`src/rtl/acrx_pkg.sv`:
```
package acrx_pkg;
  parameter int TAG_BITS  = 16;
  parameter int WORD_BITS = 20;
  parameter int SLOTS     = 13;
  parameter int IDX_W     = $clog2(SLOTS);

  typedef struct packed {
    logic             sample;
    logic             slotEnd;
    logic [IDX_W-1:0] slotIdx;
    logic             frameEnd;
  } strobe_t;
endpackage

```
`src/rtl/acrx_ctrl.sv`:
```
module acrx_ctrl
  import acrx_pkg::*;
#(
  parameter int SLOT0_BITS = TAG_BITS,
  parameter int SLOT_BITS  = WORD_BITS,
  parameter int NUM_SLOTS  = SLOTS
) (
  input  logic    bitClk,
  input  logic    rstN,
  input  logic    sync,
  output strobe_t stb
);
  localparam int CNT_W = $clog2(SLOT_BITS);

  logic             syncPrev;
  logic             active;
  logic [IDX_W-1:0] slotIdx;
  logic [CNT_W-1:0] bitInSlot;
  logic [CNT_W-1:0] lastBit;
  logic             syncRise;
  logic             slotEnd;
  logic             frameEnd;

  assign syncRise = sync & ~syncPrev;
  assign lastBit  = (slotIdx == '0) ? CNT_W'(SLOT0_BITS - 1) : CNT_W'(SLOT_BITS - 1);
  assign slotEnd  = active && (bitInSlot == lastBit);
  assign frameEnd = slotEnd && (slotIdx == IDX_W'(NUM_SLOTS - 1));

  always_comb begin
    stb.sample   = active;
    stb.slotEnd  = slotEnd;
    stb.slotIdx  = slotIdx;
    stb.frameEnd = frameEnd;
  end

  always_ff @(negedge bitClk or negedge rstN) begin
    if (!rstN) begin
      syncPrev  <= 1'b0;
      active    <= 1'b0;
      slotIdx   <= '0;
      bitInSlot <= '0;
    end else begin
      syncPrev <= sync;
      if (syncRise) begin
        active    <= 1'b1;
        slotIdx   <= '0;
        bitInSlot <= '0;
      end else if (frameEnd) begin
        active <= 1'b0;
      end else if (slotEnd) begin
        slotIdx   <= slotIdx + 1'b1;
        bitInSlot <= '0;
      end else if (active) begin
        bitInSlot <= bitInSlot + 1'b1;
      end
    end
  end


  restart_chk: assert property (@(negedge bitClk) disable iff (!rstN)
    syncRise |=> (active && slotIdx == '0 && bitInSlot == '0));


  slot_bound_chk: assert property (@(negedge bitClk) disable iff (!rstN)
    active |-> (bitInSlot <= lastBit && slotIdx <= IDX_W'(NUM_SLOTS - 1)));


  frame_stop_chk: assert property (@(negedge bitClk) disable iff (!rstN)
    (frameEnd && !syncRise) |=> !active);
endmodule

```
`src/rtl/acrx_datapath.sv`:
```
module acrx_datapath
  import acrx_pkg::*;
#(
  parameter int SLOT0_BITS = TAG_BITS,
  parameter int SLOT_BITS  = WORD_BITS,
  parameter int NUM_SLOTS  = SLOTS,
  parameter int ADDR_BITS  = 7,
  parameter int DATA_BITS  = 16,
  parameter int ID_BITS    = 2
) (
  input  logic                                  bitClk,
  input  logic                                  rstN,
  input  logic                                  sdata,
  input  logic [ID_BITS-1:0]                    myId,
  input  strobe_t                               stb,
  output logic                                  cmdStrobe,
  output logic                                  cmdRead,
  output logic [ADDR_BITS-1:0]                  cmdAddr,
  output logic [DATA_BITS-1:0]                  cmdData,
  output logic [NUM_SLOTS-4:0][SLOT_BITS-1:0]   pcmWord,
  output logic [NUM_SLOTS-4:0]                  pcmValid,
  output logic                                  frameDone
);
  localparam int NPCM   = NUM_SLOTS - 3;
  localparam int TAG_W  = NPCM + 3;
  localparam int FV     = TAG_W - 1;
  localparam int ATAG   = TAG_W - 2;
  localparam int DTAG   = TAG_W - 3;

  logic [SLOT_BITS-2:0] shiftQ;
  logic [SLOT_BITS-1:0] nextWord;
  logic [TAG_W-1:0]     s0Tags;
  logic [ID_BITS-1:0]   s0Id;
  logic [ADDR_BITS:0]   hdrQ;
  logic [NPCM-1:0]      tagFlags;
  logic                 isRead, primaryHit, secondaryHit, cmdHit, slot2End;

  assign nextWord = {shiftQ, sdata};
  assign isRead   = hdrQ[ADDR_BITS];
  assign slot2End = stb.slotEnd && (stb.slotIdx == IDX_W'(2));

  always_comb begin
    for (int g = 0; g < NPCM; g++) tagFlags[g] = s0Tags[NPCM-1-g];
    primaryHit   = (myId == '0) && (s0Id == '0) && s0Tags[ATAG] && (isRead || s0Tags[DTAG]);
    secondaryHit = (myId != '0) && (s0Id == myId);
    cmdHit       = s0Tags[FV] && (primaryHit || secondaryHit);
  end

  always_ff @(negedge bitClk or negedge rstN) begin
    if (!rstN) begin
      shiftQ    <= '0;
      s0Tags    <= '0;
      s0Id      <= '0;
      hdrQ      <= '0;
      cmdStrobe <= 1'b0;
      cmdRead   <= 1'b0;
      cmdAddr   <= '0;
      cmdData   <= '0;
      pcmWord   <= '0;
      pcmValid  <= '0;
      frameDone <= 1'b0;
    end else begin
      if (stb.sample) shiftQ <= nextWord[SLOT_BITS-2:0];
      if (stb.slotEnd && stb.slotIdx == '0) begin
        s0Tags <= nextWord[SLOT0_BITS-1 -: TAG_W];
        s0Id   <= nextWord[ID_BITS-1:0];
      end
      if (stb.slotEnd && stb.slotIdx == IDX_W'(1))
        hdrQ <= nextWord[SLOT_BITS-1 -: ADDR_BITS+1];
      cmdStrobe <= slot2End && cmdHit;
      if (slot2End && cmdHit) begin
        cmdRead <= isRead;
        cmdAddr <= hdrQ[ADDR_BITS-1:0];
        cmdData <= nextWord[SLOT_BITS-1 -: DATA_BITS];
      end
      for (int g = 0; g < NPCM; g++)
        if (stb.slotEnd && stb.slotIdx == IDX_W'(g + 3)) pcmWord[g] <= nextWord;
      frameDone <= stb.frameEnd;
      if (stb.frameEnd) pcmValid <= s0Tags[FV] ? tagFlags : '0;
    end
  end


  frame_valid_gate_chk: assert property (@(negedge bitClk) disable iff (!rstN)
    cmdStrobe |-> s0Tags[FV]);


  flags_need_valid_chk: assert property (@(negedge bitClk) disable iff (!rstN)
    (frameDone && pcmValid != '0) |-> s0Tags[FV]);


  secondary_id_chk: assert property (@(negedge bitClk) disable iff (!rstN)
    (cmdStrobe && myId != '0) |-> (s0Id == myId));


  primary_tag_chk: assert property (@(negedge bitClk) disable iff (!rstN)
    (cmdStrobe && myId == '0) |-> (s0Id == '0 && s0Tags[ATAG] && (cmdRead || s0Tags[DTAG])));


  cmd_pulse_chk: assert property (@(negedge bitClk) disable iff (!rstN)
    cmdStrobe |=> !cmdStrobe);


  done_pulse_chk: assert property (@(negedge bitClk) disable iff (!rstN)
    frameDone |=> !frameDone);


  flags_hold_chk: assert property (@(negedge bitClk) disable iff (!rstN)
    !frameDone |-> $stable(pcmValid));
endmodule

```
`src/rtl/ac_link_frame_rx.sv`:
```
module ac_link_frame_rx
  import acrx_pkg::*;
#(
  parameter int SLOT0_BITS = TAG_BITS,
  parameter int SLOT_BITS  = WORD_BITS,
  parameter int NUM_SLOTS  = SLOTS,
  parameter int ADDR_BITS  = 7,
  parameter int DATA_BITS  = 16,
  parameter int ID_BITS    = 2
) (
  input  logic                                bitClk,
  input  logic                                rstN,
  input  logic                                sync,
  input  logic                                sdataOut,
  input  logic [ID_BITS-1:0]                  myId,
  output logic                                cmdStrobe,
  output logic                                cmdRead,
  output logic [ADDR_BITS-1:0]                cmdAddr,
  output logic [DATA_BITS-1:0]                cmdData,
  output logic [NUM_SLOTS-4:0][SLOT_BITS-1:0] pcmWord,
  output logic [NUM_SLOTS-4:0]                pcmValid,
  output logic                                frameDone
);
  strobe_t stb;

  acrx_ctrl #(
    .SLOT0_BITS(SLOT0_BITS), .SLOT_BITS(SLOT_BITS), .NUM_SLOTS(NUM_SLOTS)
  ) uCtrl (
    .bitClk(bitClk), .rstN(rstN), .sync(sync), .stb(stb)
  );

  acrx_datapath #(
    .SLOT0_BITS(SLOT0_BITS), .SLOT_BITS(SLOT_BITS), .NUM_SLOTS(NUM_SLOTS),
    .ADDR_BITS(ADDR_BITS), .DATA_BITS(DATA_BITS), .ID_BITS(ID_BITS)
  ) uData (
    .bitClk(bitClk), .rstN(rstN), .sdata(sdataOut), .myId(myId), .stb(stb),
    .cmdStrobe(cmdStrobe), .cmdRead(cmdRead), .cmdAddr(cmdAddr), .cmdData(cmdData),
    .pcmWord(pcmWord), .pcmValid(pcmValid), .frameDone(frameDone)
  );
endmodule

```
`config.mk`:
```
export PLATFORM = sky130hd
export DESIGN_NAME = ac_link_frame_rx
export DESIGN_NICKNAME = d
export VERILOG_FILES = /design/src/rtl/acrx_pkg.sv /design/src/rtl/acrx_ctrl.sv /design/src/rtl/acrx_datapath.sv /design/src/rtl/ac_link_frame_rx.sv
export SDC_FILE = /design/constraint.sdc
export NUM_CORES = 1
export LEC_CHECK = 0
export BUFFER_PORTS_ARGS = -buffer_cell sky130_fd_sc_hd__buf_2
export CAP_MARGIN = 20
export CORE_ASPECT_RATIO = 0.75
export CORE_MARGIN = 1.5
export CORE_UTILIZATION = 54
export CTS_CLUSTER_SIZE = 8
export DETAILED_ROUTE_END_ITERATION = 12
export GPL_TIMING_DRIVEN = 1
export PLACE_DENSITY = 0.84
export REMOVE_ABC_BUFFERS = 1
export SETUP_SLACK_MARGIN = 0.1
export SYNTH_ARGS = -nofsm -noshare
export SYNTH_HDL_FRONTEND = slang
export SYNTH_HIERARCHICAL = 1
export SYNTH_SLANG_ARGS = --single-unit
```
`constraint.sdc`:
```
create_clock -name bitClk -period 3 [get_ports bitClk]
set_clock_uncertainty 0.05 [all_clocks]
set_input_delay 0.75 -clock bitClk [delete_from_list [all_inputs] [get_ports bitClk]]
set_output_delay 0.75 -clock bitClk [all_outputs]
set_load 0.01 [all_outputs]
```
Word level (Yosys, flattened, before mapping)
Index checks and enable logic that the tools add are counted.

operators by class
  add/sub/neg operators = 2
  multiply operators = 0
  divide/modulo/power cells = 0
  order comparisons = 0
  equality and inequality tests = 15
  shift operators = 0
  muxes and demuxes = 11
  bitwise gates (word level) = 2
  reduce and logical (&&, ||, !) cells = 31

operators with widths
  operator                                               count
  two-way mux 5 bit                                      5
  equality test 4 bit, second input constant             5
  logical AND 1 bit                                      20
  equality test 4 x 3 -> 1 bit, second input constant    4
  two-way mux 4 bit                                      3
  two-way mux 10 bit                                     1
  equality test 4 x 2 -> 1 bit, second input constant    2
  nonzero test 2 bit                                     3
  adder 5 x 1 -> 5 bit, second input constant            1
  equality test 5 bit                                    1
  adder 4 x 1 -> 4 bit, second input constant            1
  equality test 4 x 1 -> 1 bit, second input constant    1
  logical NOT 2 bit                                      2
  logical NOT 4 bit                                      1
  AND reduction 2 bit                                    2
  nonzero test 3 bit                                     1
  equality test 2 bit                                    1
  logical OR 1 bit                                       2
  two-way mux 1 bit                                      2
  inequality test 2 x 1 -> 1 bit, second input constant  1
  AND 1 bit                                              1
  NOT 1 bit                                              1

storage, ports and cells
  register bits = 289
  latch bits = 0
  bits in writable memories = 0
  ROM bits = 0
  input port bits = 6
  output and inout bits = 236
  logic and storage cells = 85
  memories = 0

Depth between registers and ports, before layout
  depth in word-level cells = 7
  depth in mapped cells = 11
  mapped depth without buffers = 8

Modules after synthesis
The synthesis kept the hierarchy.

by module, submodules not included
  module         times used  cells an instance  area an instance (um^2)  sequential area each (um^2)
  acrx_datapath  1           651                10702.8                  6956.7
  acrx_ctrl      1           63                 641.9                    275.3

==> results.md <==
* Most common cell after layout, fill and taps aside: dfrtn_1
* Placeable Area at 20400 um2
* Final-stage net count at 1127
* Placed cell count at 1228
* Remaining DRCs at 0
* Post-detailed-routing wire length at 32500 um
* Max-Cap Viols at 0
* Worst-path cell chain: buf_6
* Row Count at 45
* Switching share of power at 0.221
* Worst VDD drop at 0.000489 V
* Unrepaired setup endpoints after global routing: yes
* Max-slew headroom at 0.602
* Hpwl dp at 18300 um
* Largest net degree at the start of global routing at 48
* Multi-input logic area at 3850 um2
* 1st-pass router iterations at 4
* Setup crit end kind: output pin
* Finish-stage setup viols at 247
* Die Y at 129 um
* Number of synthesized flops with an enable pin at 0
* CTS tree: yes
* Yosys warnings at 6
* Async SR Flop Fraction at 1.00
* Worst path depth at 1
* Initial antenna violation count at 0
* Hold Crit Class: flop to flop
* Crit Path Max Fanout at 2
* DR iter-0 viols at 479
* Final setup margin at -0.420 ns
* Critical Path Slowest Stage Cell: dfrtn_1
* First-pass GRT wire length at 46300 um
* WL per Instance at 23.2 um
* Final count of pins violating max slew at 0
* PortBufs at 241
* Via-to-Cell Ratio at 5.43
* Most frequent cells in the layout: dfrtn_1, mux2_2, buf_4
* Initial Util at 0.555
* Avg Inst Size Synth at 15.9 um2
* WP data required at 2.20 ns
* Hold_buf cts at 0
* Combinational power share at 0.037
* Status: complete, but fails checks
* Total Routing Usage GR at 0.281
* CTS buffer count at 42
* Hold Crit Depth at 1
* Routability Congestion at 0.823
* Number of diodes at 0
* Worst R2R Path Depth at 10
* Main synth FF type: dfrtn_1
* Sw Pwr at 1.90 mW
* Int Pwr at 6.70 mW
* Final Util at 0.772
* Final antenna-violating net count at 0
* Die Wd at 170 um
* Worst path arrival time at 2.62 ns
* Synth cell types at 45
* Grt ovf at 0
* Final hold vios at 0
* Fillers at 1179
* Via count at 7616
* Yosys reg bits at 289
* Layout cells sized above 1 at 0.665
* Layout area overhead at 39.0%
* CP bufs+invs at 1
* Cell family with most CP delay: flip-flops
* Power per cell area at 545 nW/um2
* CP Launch Type: flop
* Die area at 21900 um2
* Clk buf depth at 3
* # H-tree levels at 2
* Clock Sinks at 289
* I/O pin count at 242
* Clk_lat worst skew at 0.52 ns
* Worst-Margin Slew at 0.598 ns
* Clk network pwr share at 0.475
* Root Driver: clkbuf_16
* Cells after synthesis at 714
* Kind of critical path: flop to output pin
* Failing checks: setup timing
* Vias in the first global route at 7910
* Layout Cells excl Fill at 1402
* Sequential cell area fraction in the yosys report at 0.637
* FF+latch area at 7230 um2
* Max incr delay on CP at 0.47 ns
* Leakage at 8.71 nW
* Reg power frac at 0.487
* Synth Cell Area at 11300 um2
* Clk slew on worst S/H paths at 0.04 ns
==> final cells by class <==
| cell class | count | area share |
|---|---|---|
| well taps | 282 | 0.0224 |
| multi-input cells | 358 | 0.244 |
| clock inverters | 2 | 0.00111 |
| inverters | 15 | 0.00357 |
| flip-flops and latches | 289 | 0.459 |
| repair buffers | 412 | 0.202 |
| clock buffers | 44 | 0.0685 |
==> power by group through the flow <==
stage,sequential (mW),clock (mW),combinational (mW)
floorplan,4.19,0,0.158
global placement,4.23,0,0.296
detailed placement,4.24,0,0.308
CTS,4.18,4.13,0.316
global route,4.21,4.35,0.359
finish,4.19,4.09,0.322
==> stage by stage <==
step	TNS, ns	hold slack [ns]	total power [mW]	instance area (um2)	setup WS, ns
floorplan	-32.70	0.383	4.34	11100	-0.512
global placement	-13.67	0.390	4.53	13100	-0.567
detailed placement	-14.29	0.398	4.54	13100	-0.593
CTS	-87.54	0.398	8.63	15200	-0.433
global route	-93.43	0.412	8.91	15800	-0.462
finish	-85.16	0.396	8.60	15800	-0.420
==> registers in the layout, indices dropped and copies added (netlist names) <==
signal	count
uData/cmdStrobe	1
uData/pcmValid	10
uCtrl/bitInSlot	5
uData/s0Tags	13
uCtrl/syncPrev	1
uCtrl/slotIdx	4
uData/cmdData	16
uData/pcmWord	200
uData/cmdRead	1
uCtrl/active	1
uData/hdrQ	8
uData/s0Id	2
uData/shiftQ	19
uData/frameDone	1
uData/cmdAddr	7
==> cells in the mapped netlist (3+ instances only) <==
library cell | number | area share
dfrtn_1 | 289 | 0.64
mux2_2 | 225 | 0.22
mux2_4 | 42 | 0.056
clkbuf_1 | 24 | 0.0079
nand3_1 | 17 | 0.0075
buf_2 | 16 | 0.0071
inv_1 | 15 | 0.0050
nor2_1 | 12 | 0.0040
o21ai_0 | 12 | 0.0053
buf_4 | 6 | 0.0040
buf_6 | 6 | 0.0060
nand2_1 | 5 | 0.0017
a21oi_1 | 3 | 0.0013
ha_1 | 3 | 0.0033
nand2b_1 | 3 | 0.0017
==> logic make-up after synthesis <==
family | Yosys count | share of synthesized area
AOI/OAI and AO/OA | 26 | 0.0150
adders and majority gates | 3 | 0.00331
DFF | 289 | 0.637
muxes | 268 | 0.280
xor gates and xnor gates | 3 | 0.00232
and+or+nand+nor | 58 | 0.0322
buffers and inverters | 67 | 0.0299
==> per-layer routing <==
| layer | up-vias | share of wire | GRT usage |
|---|---|---|---|
| li1 | 3292 | - | - |
| met1 | 3958 | 0.42 | 0.381 |
| met2 | 293 | 0.48 | 0.446 |
| met3 | 73 | 0.082 | 0.0827 |
| met4 | 0 | 0.027 | 0.0822 |
| met5 | - | 0 | 0 |
==> worst paths after layout <==
check	startpoint	to	slack, ns
setup reg to reg	uCtrl/slotIdx[0]	uData/pcmWord[82]	0.37
max in group asynchronous	rstN	uData/pcmWord[194]	0.87
hold / removal	uData/hdrQ[5]	uData/cmdAddr[5]	0.40
min in group asynchronous	rstN	uData/pcmWord[71]	1.44
setup / recovery	uData/pcmWord[126]	pcmWord[126]	-0.42
hold reg to reg	uData/hdrQ[5]	uData/cmdAddr[5]	0.40
==> repair_timing <==
action	CTS	global route
setup endpoints to repair	260	260
setup buffers	77	51
pin swaps	2	2
resized for setup	64	44
gates cloned	2	0
endpoints found under the hold margin	0	0
(Power assumes the default switching activity.)
